## config.mk

```make
export PLATFORM = sky130hd
export DESIGN_NAME = clkctl_regbank
export DESIGN_NICKNAME = d
export VERILOG_FILES = /design/src/rtl/clkctl_pkg.sv /design/src/rtl/clkctl_keylock.sv /design/src/rtl/clkctl_flagbank.sv /design/src/rtl/clkctl_regbank.sv
export SDC_FILE = /design/constraint.sdc
export NUM_CORES = 1
export LEC_CHECK = 0
export ABC_CLOCK_PERIOD_IN_PS = 2820
export BUFFER_PORTS_ARGS = -buffer_cell sky130_fd_sc_hd__buf_4
export CAP_MARGIN = 25
export CELL_PAD_IN_SITES_DETAIL_PLACEMENT = 0
export CELL_PAD_IN_SITES_GLOBAL_PLACEMENT = 2
export CORE_ASPECT_RATIO = 0.7
export CORE_MARGIN = 4
export CORE_UTILIZATION = 29
export CTS_CLUSTER_DIAMETER = 200
export DETAILED_ROUTE_END_ITERATION = 12
export PLACE_DENSITY_LB_ADDON = 0.3
export SLEW_MARGIN = 20
export SYNTH_ARGS = -nofsm -noshare
export SYNTH_HDL_FRONTEND = slang
export SYNTH_SLANG_ARGS = --single-unit
```

## constraint.sdc

```tcl
create_clock -name clk -period 2.82 [get_ports clk]
set_input_delay 0.282 -clock clk [delete_from_list [all_inputs] [get_ports clk]]
set_output_delay 0.282 -clock clk [all_outputs]
set_load 0.02 [all_outputs]
```

## src/rtl/clkctl_pkg.sv

```systemverilog
package clkctl_pkg;
  localparam int DATA_W = 32;
  localparam int ADDR_W = 8;
  localparam int FLAG_W = 16;

  localparam logic [ADDR_W-1:0] OFS_KEY   = 8'h00;
  localparam logic [ADDR_W-1:0] OFS_CTRL0 = 8'h04;
  localparam logic [ADDR_W-1:0] OFS_IE    = 8'h40;
  localparam logic [ADDR_W-1:0] OFS_FLAG  = 8'h48;
  localparam logic [ADDR_W-1:0] OFS_CLR   = 8'h50;
  localparam logic [ADDR_W-1:0] OFS_SET   = 8'h58;

  localparam logic [FLAG_W-1:0] FLAG_MASK = 16'hF747;
  localparam logic [15:0]       KEY_WORD  = 16'h695A;
  localparam logic [DATA_W-1:0] RD_LOCKED   = 32'h0000_A596;
  localparam logic [DATA_W-1:0] RD_UNLOCKED = 32'h0000_0001;

  // Address of control word idx: words are 4 bytes apart after the key.
  function automatic logic [ADDR_W-1:0] ctrl_addr(input int idx);
    return ADDR_W'(int'(OFS_CTRL0) + 4 * idx);
  endfunction

  // Flag update: events and sets dominate clears; unimplemented bits held at 0.
  function automatic logic [FLAG_W-1:0] flag_next(input logic [FLAG_W-1:0] cur,
                                                  input logic [FLAG_W-1:0] clr,
                                                  input logic [FLAG_W-1:0] set,
                                                  input logic [FLAG_W-1:0] evt);
    return ((cur & ~clr) | set | evt) & FLAG_MASK;
  endfunction
endpackage

```

## src/rtl/clkctl_keylock.sv

```systemverilog
module clkctl_keylock
  import clkctl_pkg::*;
(
  input  logic              clk,
  input  logic              rst_n,
  input  logic              key_wr,
  input  logic [15:0]       key_low,
  output logic              unlocked,
  output logic [DATA_W-1:0] key_rd
);
  logic key_hit;
  logic key_miss;

  assign key_hit  = key_wr && (key_low == KEY_WORD);
  assign key_miss = key_wr && (key_low != KEY_WORD);

  always_ff @(posedge clk) begin
    if (!rst_n)        unlocked <= 1'b0;
    else if (key_hit)  unlocked <= 1'b1;
    else if (key_miss) unlocked <= 1'b0;
  end

  assign key_rd = unlocked ? RD_UNLOCKED : RD_LOCKED;

  AST_KEY_UNLOCK: assert property (@(posedge clk) disable iff (!rst_n)
    key_hit |=> unlocked);
  AST_KEY_RELOCK: assert property (@(posedge clk) disable iff (!rst_n)
    key_miss |=> !unlocked);
endmodule

```

## src/rtl/clkctl_flagbank.sv

```systemverilog
module clkctl_flagbank
  import clkctl_pkg::*;
(
  input  logic              clk,
  input  logic              rst_n,
  input  logic              ie_wr,
  input  logic              clr_wr,
  input  logic              set_wr,
  input  logic [FLAG_W-1:0] wdata,
  input  logic [FLAG_W-1:0] hw_evt,
  output logic [FLAG_W-1:0] flags,
  output logic [FLAG_W-1:0] ie,
  output logic              irq
);
  logic [FLAG_W-1:0] clr_vec;
  logic [FLAG_W-1:0] set_vec;
  logic [FLAG_W-1:0] evt_vec;

  assign clr_vec = clr_wr ? wdata : '0;
  assign set_vec = set_wr ? wdata : '0;
  assign evt_vec = hw_evt & FLAG_MASK;

  always_ff @(posedge clk) begin
    if (!rst_n) begin
      flags <= '0;
      ie    <= '0;
    end else begin
      flags <= flag_next(flags, clr_vec, set_vec, evt_vec);
      if (ie_wr) ie <= wdata & FLAG_MASK;
    end
  end

  assign irq = |(flags & ie);

  AST_EVT_WINS: assert property (@(posedge clk) disable iff (!rst_n)
    1'b1 |=> ((flags & $past(evt_vec)) == $past(evt_vec)));
  AST_CLR_TAKES: assert property (@(posedge clk) disable iff (!rst_n)
    clr_wr |=> ((flags & $past(clr_vec & ~set_vec & ~evt_vec)) == '0));
endmodule

```

## src/rtl/clkctl_regbank.sv

```systemverilog
module clkctl_regbank
  import clkctl_pkg::*;
#(
  parameter int NUM_CTRL = 4
) (
  input  logic                       clk,
  input  logic                       rst_n,
  input  logic [ADDR_W-1:0]          bus_addr,
  input  logic                       bus_we,
  input  logic [DATA_W-1:0]          bus_wdata,
  output logic [DATA_W-1:0]          bus_rdata,
  input  logic [FLAG_W-1:0]          hw_evt,
  output logic [NUM_CTRL*DATA_W-1:0] ctrl_out,
  output logic                       irq_out
);
  logic                       unlocked;
  logic [DATA_W-1:0]          key_rd;
  logic [FLAG_W-1:0]          flags;
  logic [FLAG_W-1:0]          ie;
  logic [NUM_CTRL-1:0][DATA_W-1:0] ctrl_q;
  logic [NUM_CTRL-1:0]        ctrl_sel;

  logic key_wr, ie_wr, clr_wr, set_wr;
  assign key_wr = bus_we && (bus_addr == OFS_KEY);
  assign ie_wr  = bus_we && (bus_addr == OFS_IE);
  assign clr_wr = bus_we && (bus_addr == OFS_CLR);
  assign set_wr = bus_we && (bus_addr == OFS_SET);

  clkctl_keylock u_key (
    .clk      (clk),
    .rst_n    (rst_n),
    .key_wr   (key_wr),
    .key_low  (bus_wdata[15:0]),
    .unlocked (unlocked),
    .key_rd   (key_rd)
  );

  clkctl_flagbank u_flag (
    .clk    (clk),
    .rst_n  (rst_n),
    .ie_wr  (ie_wr),
    .clr_wr (clr_wr),
    .set_wr (set_wr),
    .wdata  (bus_wdata[FLAG_W-1:0]),
    .hw_evt (hw_evt),
    .flags  (flags),
    .ie     (ie),
    .irq    (irq_out)
  );

  for (genvar g = 0; g < NUM_CTRL; g++) begin : g_ctrl
    localparam logic [ADDR_W-1:0] MY_ADDR = ctrl_addr(g);
    assign ctrl_sel[g] = (bus_addr == MY_ADDR);
    assign ctrl_out[g*DATA_W +: DATA_W] = ctrl_q[g];

    AST_LOCKED_HOLD: assert property (@(posedge clk) disable iff (!rst_n)
      (bus_we && ctrl_sel[g] && !unlocked) |=> $stable(ctrl_q[g]));
  end

  always_ff @(posedge clk) begin
    if (!rst_n) begin
      ctrl_q <= '0;
    end else begin
      for (int i = 0; i < NUM_CTRL; i++)
        if (bus_we && unlocked && ctrl_sel[i]) ctrl_q[i] <= bus_wdata;
    end
  end

  always_comb begin
    bus_rdata = '0;
    if (bus_addr == OFS_KEY)       bus_rdata = key_rd;
    else if (bus_addr == OFS_IE)   bus_rdata = {{(DATA_W-FLAG_W){1'b0}}, ie};
    else if (bus_addr == OFS_FLAG) bus_rdata = {{(DATA_W-FLAG_W){1'b0}}, flags};
    for (int i = 0; i < NUM_CTRL; i++)
      if (ctrl_sel[i]) bus_rdata = ctrl_q[i];
  end

  AST_RESET_LOCKED: assert property (@(posedge clk)
    !rst_n |=> !unlocked);
endmodule

```

==> insert_results.sql, run 1 <==
INSERT INTO impl_metrics (metric_group, metric, value, unit) VALUES
('status', 'run_status', 'completed', ''),
('synthesis', 'post_synth_instance_area', '0.00657', 'sq mm'),
('synthesis', 'syn_inst', '774', ''),
('synthesis', 'synth_enable_flop_cells', '0', ''),
('final_layout', 'final_cell_mix', 'buf_4 (233), dfxtp_1 (151), nand3_1 (130)', ''),
('synthesis', 'synth-seq-cells', '151', ''),
('synthesis', 'post_synth_arst_share', '0', '%'),
('clock_network', 'cts.sink_count', '151', ''),
('power', 'ir_drop', '0.000362', 'V'),
('detailed_routing', 'route.vias.total', '6338', ''),
('final_layout', 'mostFrequentLayoutCell', 'buf_4', ''),
('detailed_routing', 'drc', '0', ''),
('sta', 'fin_crit', '2.60', 'ns'),
('sta', 'skew', '0.00793', 'ns'),
('final_layout', 'final_net_count', '1019', ''),
('detailed_routing', 'drt_first_pass_iters', '4', ''),
('floorplan', 'initial_core_util', '29.9', '%'),
('synthesis', 'ys_warn_count', '0', ''),
('detailed_routing', 'ant_nets', '0', ''),
('grt', 'pin_count_of_the_biggest_net_entering_global_routing', '65', ''),
('final_layout', 'final_util', '41.5', '%'),
('floorplan', 'die_y', '134', 'um'),
('worst_hold_path', 'worstHoldStart', 'hw_evt[14]', ''),
('floorplan', 'core_area', '0.0220', 'sq mm'),
('final_layout', 'diodes', '0', ''),
('synthesis', 'largest_family_of_logic_cells_by_synthesized_area', 'compound AO/OA/AOI/OAI gates', ''),
('grt', 'first_pass_grt_wire_length', '37600', 'um'),
('sta', 'rsz0062_at_grt', 'no', ''),
('floorplan', 'floorplan.io_pins', '220', ''),
('place', 'dp.final_hpwl', '17500', 'um'),
('clock_network', 'clock_tree.root_cell', 'clkbuf_16', ''),
('power', 'p_leak', '3.74', 'nW'),
('floorplan', 'dieArea', '0.0252', 'sq mm'),
('synthesis', 'synth.mux.area_fraction', '6.43', '%'),
('sta', 'timing.slew.headroom', '47.0', '%'),
('clock_network', 'cts_hold_buf', '0', ''),
('grt', 'grt.total_usage', '19.1', '%'),
('critical_path', 'crit_chain', 'buf_4, or4_4, or3_1, buf_4, o32ai_1, nor2_1, a21oi_1, buf_4', ''),
('critical_path', 'crit_path_top_delay_cell', 'or4_4', ''),
('detailed_routing', 'post_drt_wl_per_cell', '19.7', 'um'),
('clock_network', 'htreeDepth', '4', ''),
('floorplan', 'core.rowCount', '45', ''),
('detailed_routing', 'vias_per_cell', '5.05', ''),
('sta', 'worst_pin_slew', '0.795', 'ns'),
('sta', 'maxClockFrequency', '385', 'MHz'),
('synthesis', 'yosys.area_share.simple', '19.4', '%'),
('place', 'gp_congestion', '0.748', ''),
('floorplan', 'die_width', '188', 'um'),
('critical_path', 'required', '2.54', 'ns'),
('clock_network', 'cts-buffers-inserted', '17', ''),
('final_layout', 'area_growth_syn_to_layout', '38.7', '%'),
('sta', 'final_slew_viol_count', '0', ''),
('critical_path', 'crit_start', 'bus_addr[7]', ''),
('synthesis', 'synthAdderAreaFrac', '0', '%'),
('critical_path', 'critical_path_peak_fanout', '7', ''),
('synthesis', 'synth-seq-area-share', '46.0', '%'),
('sta', 'fin_tns_setup', '0', 'ns'),
('sta', 'report.final.hold_viol_count', '0', ''),
('place', 'buffer_ports.inserted', '214', ''),
('worst_hold_path', 'hold_path_class', 'in2reg', ''),
('critical_path', 'cpPeakStageDelay', '0.59', 'ns'),
('grt', 'number_of_antenna_violations_at_the_first_check_in_global_routing', '0', ''),
('synthesis', 'synthXorXnorAreaFrac', '0', '%'),
('final_layout', 'layout_cells_sized_above_1', '32.2', '%'),
('clock_network', 'worstSkewPairLatency', '0.41', 'ns'),
('critical_path', 'worstSetupStartpointType', 'primary input', ''),
('synthesis', 'ys.flop_type', 'dfxtp_1', ''),
('synthesis', 'syn-mean-instance-area', '8.49', 'sq um'),
('synthesis', 'yosys.cell_types.count', '43', ''),
('clock_network', 'post_cts_buffers', '0', ''),
('sta', 'setup_viol', '0', '');
## sequential cells by signal (all words and copies together), names as in the netlist
| register | count |
|---|---|
| ctrl_out | 128 |
| u_flag.ie | 11 |
| u_flag.flags | 11 |
| u_key.unlocked | 1 |
## worst paths after layout
path	to	slack, ns	cells past startpoint
min reg2reg	ctrl_out[79]$_SDFFE_PN0P_	0.48	2
max	bus_rdata[0]	0.22	8
max reg2reg	ctrl_out[39]$_SDFFE_PN0P_	1.13	5
min	u_flag.flags[14]$_SDFF_PN0_	0.13	3
## report_power, final
part           switching, W  total, W  internal [W]  leakage (nW)
Clock              0.000931   0.00224       0.00131         0.274
Sequential       0.00000985   0.00215       0.00214          1.22
Combinational      0.000170  0.000285      0.000116          2.25
Total               0.00111   0.00468       0.00357          3.74
## worst max-delay path, delay by kind of cell
kind / cells / cell delay [ns]
and+or+nand+nor: 3 / 1.24
AOI/OAI and AO/OA: 2 / 0.26
buffers and inverters: 3 / 0.53
## cell usage after synthesis, drive strengths merged, types with 5 or more instances
cell type | count | area [sq um]
mux2 | 18 | 203
a221o | 8 | 80.1
a2bb2oi | 6 | 52.6
o21ai | 157 | 786
o32ai | 5 | 43.8
a21boi | 11 | 82.6
dfxtp | 151 | 3020
a22oi | 23 | 173
nand2b | 6 | 37.5
buf | 23 | 108
mux2i | 22 | 220
inv | 7 | 26.3
nand3 | 132 | 671
nand2 | 64 | 240
nor2 | 13 | 48.8
a21oi | 25 | 129
clkbuf | 50 | 188
a21bo | 11 | 110
nor2b | 14 | 87.6
## cell type report
| type | instances | area [sq um] |
|---|---|---|
| Clock buffer | 18 | 429 |
| Clock inverter | 13 | 145 |
| Fill cell | 2273 | 12800 |
| Inverter | 7 | 26.3 |
| Multi-Input combinational cell | 543 | 3250 |
| Sequential cell | 151 | 3020 |
| Tap cell | 282 | 353 |
| Timing Repair Buffer | 240 | 1890 |
## metal layers
layer	GRT usage, %	routed length, um
met3	6.14	1760
met4	3.91	210
met2	28.0	10200
met1	27.7	12500
met5	0	0
## per-stage QoR
step	instances	setup slack [ns]	instance area [sq um]	hold WS [ns]	total power, W
3_5_place_dp	1223	0.251	8540	0.471	0.00249
6_report	1254	0.220	9110	0.133	0.00468
5_1_grt	1254	0.117	9110	0.129	0.00486
2_1_floorplan	774	0.462	6570	0.448	0.00234
4_1_cts	1254	0.244	9110	0.122	0.00474
3_3_place_gp	1223	0.277	8540	0.468	0.00249
## logic make-up (layout without fill, tap and decap cells)
| logic type | Yosys count | after routing |
|---|---|---|
| AND/OR/NAND/NOR | 251 | 251 |
| AO/OA/AOI/OAI | 252 | 252 |
| buffers and inverters | 80 | 278 |
| multiplexers | 40 | 40 |
| flip-flops | 151 | 151 |
Note: power is estimated with default switching activity, not from simulation.
==> run 2: changes to the inputs <==
--- a/config.mk
+++ b/config.mk
@@ -7,7 +7,7 @@
 export LEC_CHECK = 0
 export ABC_CLOCK_PERIOD_IN_PS = 2820
 export BUFFER_PORTS_ARGS = -buffer_cell sky130_fd_sc_hd__buf_4
-export CAP_MARGIN = 25
+export CAP_MARGIN = 0
 export CELL_PAD_IN_SITES_DETAIL_PLACEMENT = 0
 export CELL_PAD_IN_SITES_GLOBAL_PLACEMENT = 2
 export CORE_ASPECT_RATIO = 0.7
==> constraint.sdc (replaced) <==
create_clock -name clk -period 2.82 [get_ports clk]
set_input_delay 0.282 -clock clk [delete_from_list [all_inputs] [get_ports clk]]
set_output_delay 0.282 -clock clk [all_outputs]
set_load 0.1 [all_outputs]
==> run 2 against run 1 <==
  * Worst setup slack lost 0.12 ns
  * Core utilization barely moved
  * Register-to-register slack about the same
  * Clock power about the same
  * Flip-flop and latch count unchanged
  * Critical path depth down 1
  * Die area stayed put
  * Hold slack worse by 0.0067 ns
  * Non-clock buffer count down 1
  * Via count up 1.0%
  * Critical path type unchanged
  * Critical endpoint is now bus_rdata[10]
==> insert_results.sql, run 2 (synthesis gave the netlist of run 1 again) <==
INSERT INTO impl_metrics (metric_group, metric, value, unit) VALUES
('place', 'buffer_ports.inserted', '214', ''),
('sta', 'worst_pin_slew', '0.776', 'ns'),
('detailed_routing', 'routed_wl', '25100', 'um'),
('critical_path', 'critical_path_peak_fanout', '10', ''),
('critical_path', 'crit_start', 'bus_addr[7]', ''),
('floorplan', 'core_area', '0.0220', 'sq mm'),
('place', 'detailed_place.area', '0.00854', 'sq mm'),
('floorplan', 'initial_core_util', '29.9', '%'),
('final_layout', 'final_net_count', '1018', ''),
('clock_network', 'cts-resized-gates', '0', ''),
('clock_network', 'tritoncts', 'yes', ''),
('power', 'powerDensity', '512', 'mW/mm^2'),
('clock_network', 'cts_hold_buf', '0', ''),
('final_layout', 'multiInputGateArea', '0.00327', 'sq mm'),
('critical_path', 'worstSetupStartpointType', 'primary input', ''),
('sta', 'report.final.hold_viol_count', '0', ''),
('grt', 'remaining_global_route_overflow', '0', ''),
('grt', 'grt.total_usage', '19.5', '%'),
('final_layout', 'final_cell_mix', 'buf_4 (233), dfxtp_1 (151), nand3_1 (130)', ''),
('grt', 'number_of_antenna_violations_at_the_first_check_in_global_routing', '0', ''),
('clock_network', 'max-clock-path-buffers', '2', ''),
('final_layout', 'mostFrequentLayoutCell', 'buf_4', ''),
('final_layout', 'largest_register_ff_count', '128', ''),
('sta', 'rsz0062_at_grt', 'no', ''),
('worst_hold_path', 'hold_path_class', 'in2reg', ''),
('final_layout', 'final_util', '41.5', '%'),
('power', 'ir_drop', '0.000377', 'V'),
('sta', 'final_slew_viol_count', '0', ''),
('floorplan', 'die_width', '188', 'um'),
('clock_network', 'cts-buffers-inserted', '17', ''),
('grt', 'first_global_vias', '6220', ''),
('critical_path', 'timing.setup.critical_path_class', 'in2out', ''),
('critical_path', 'required', '2.54', 'ns'),
('detailed_routing', 'drt_first_pass_iters', '5', ''),
('final_layout', 'diodes', '0', ''),
('final_layout', 'layout_cells_sized_above_1', '33.0', '%'),
('sta', 'setup_viol', '0', ''),
('clock_network', 'htreeDepth', '4', ''),
('sta', 'skew', '0.00877', 'ns'),
('critical_path', 'worstPathArrival', '2.44', 'ns'),
('detailed_routing', 'route.vias.total', '6402', ''),
('floorplan', 'dieArea', '0.0252', 'sq mm'),
('grt', 'first_pass_grt_wire_length', '38300', 'um'),
('final_layout', 'area_growth_syn_to_layout', '38.6', '%'),
('clock_network', 'cts.sink_count', '151', ''),
('sta', 'timing.slew.headroom', '48.3', '%'),
('place', 'dp.final_hpwl', '17700', 'um'),
('clock_network', 'worst_setup_hold_path_clk_slew', '0.07', 'ns'),
('final_layout', 'final-seq-area', '0.00302', 'sq mm'),
('floorplan', 'core.rowCount', '45', ''),
('floorplan', 'floorplan.io_pins', '220', ''),
('sta', 'hold_slack', '0.127', 'ns'),
('critical_path', 'setup_crit_end_kind', 'output port', ''),
('detailed_routing', 'drc', '0', ''),
('detailed_routing', 'vias_per_cell', '5.11', ''),
('detailed_routing', 'number_of_design_rule_violations_left_by_the_first_detailed_router_iteration', '372', ''),
('detailed_routing', 'ant_nets', '0', ''),
('floorplan', 'die_y', '134', 'um'),
('final_layout', 'finish.instance_area', '0.00911', 'sq mm'),
('sta', 'maxClockFrequency', '367', 'MHz'),
('clock_network', 'worstSkewPairLatency', '0.42', 'ns'),
('sta', 'fin_crit', '2.72', 'ns'),
('critical_path', 'crit-reg2reg-launch', 'u_key.unlocked$_SDFFE_PN0P_', ''),
('worst_hold_path', 'worstHoldStart', 'hw_evt[14]', ''),
('final_layout', 'fillerInstances', '2264', ''),
('sta', 'fin_tns_setup', '0', 'ns'),
('sta', 'final.period_utilization', '96.6', '%'),
('power', 'p_leak', '3.74', 'nW'),
('job', 'maxCapViolCount', '0', ''),
('clock_network', 'post_cts_buffers', '0', ''),
('status', 'run_status', 'completed', ''),
('place', 'gp_congestion', '0.736', ''),
('grt', 'pin_count_of_the_biggest_net_entering_global_routing', '68', ''),
('detailed_routing', 'post_drt_wl_per_cell', '20.0', 'um'),
('clock_network', 'clock_tree.root_cell', 'clkbuf_16', '');
## run 2: cell count changes in the layout (fill, tap and decap cells not counted), sizes merged
cell	before	now
clkinvlp	3	0
clkinv	3	5
inv	12	16
buf	240	239
bufinv	2	0
## run 2: where the power goes
group	internal [W]	total (W)	switching [W]
registers	0.00214	0.00215	0.0000109
clock network	0.00120	0.00222	0.00102
logic	0.000114	0.000290	0.000176
total	0.00345	0.00466	0.00121
## run 2: stage by stage
| step | cells | total power, W | setup slack (ns) |
|---|---|---|---|
| 2_1_floorplan | 774 | 0.00235 | -0.424 |
| 3_3_place_gp | 1222 | 0.00249 | 0.154 |
| 3_5_place_dp | 1222 | 0.00250 | 0.136 |
| 4_1_cts | 1254 | 0.00472 | 0.112 |
| 5_1_grt | 1254 | 0.00485 | 0.0120 |
| 6_report | 1254 | 0.00466 | 0.0964 |
## run 2: layout make-up
type / instances / area share [%]
Inverter: 7 / 0.288
Tap cell: 282 / 3.87
Multi-Input combinational cell: 543 / 35.9
Sequential cell: 151 / 33.2
Timing Repair Buffer: 239 / 20.5
Clock buffer: 18 / 4.82
Clock inverter: 14 / 1.47
## run 2: per-layer routing
metal	global-route usage, %	wire [um]	vias up
met5	0	0	-
met4	3.91	138	0
met3	5.28	1470	11
met2	29.0	10900	186
met1	28.4	12600	3012
li1	-	-	3193
## run 2: final timing paths
path | to | slack [ns] | depth (start not counted)
worst max-delay path | bus_rdata[10] | 0.1 | 7
worst min register to register | ctrl_out[79]$_SDFFE_PN0P_ | 0.48 | 2
worst min-delay path | u_flag.flags[14]$_SDFF_PN0_ | 0.13 | 3
worst max register to register | ctrl_out[80]$_SDFFE_PN0P_ | 1.13 | 5
## run 2: worst max-delay path, cell delays in order
cell and delay, ns:
buf_4 0.12, or4_4 0.60, or4b_4 0.63, a2bb2oi_1 0.17, a21oi_1 0.16, a221o_2 0.17, buf_4 0.29
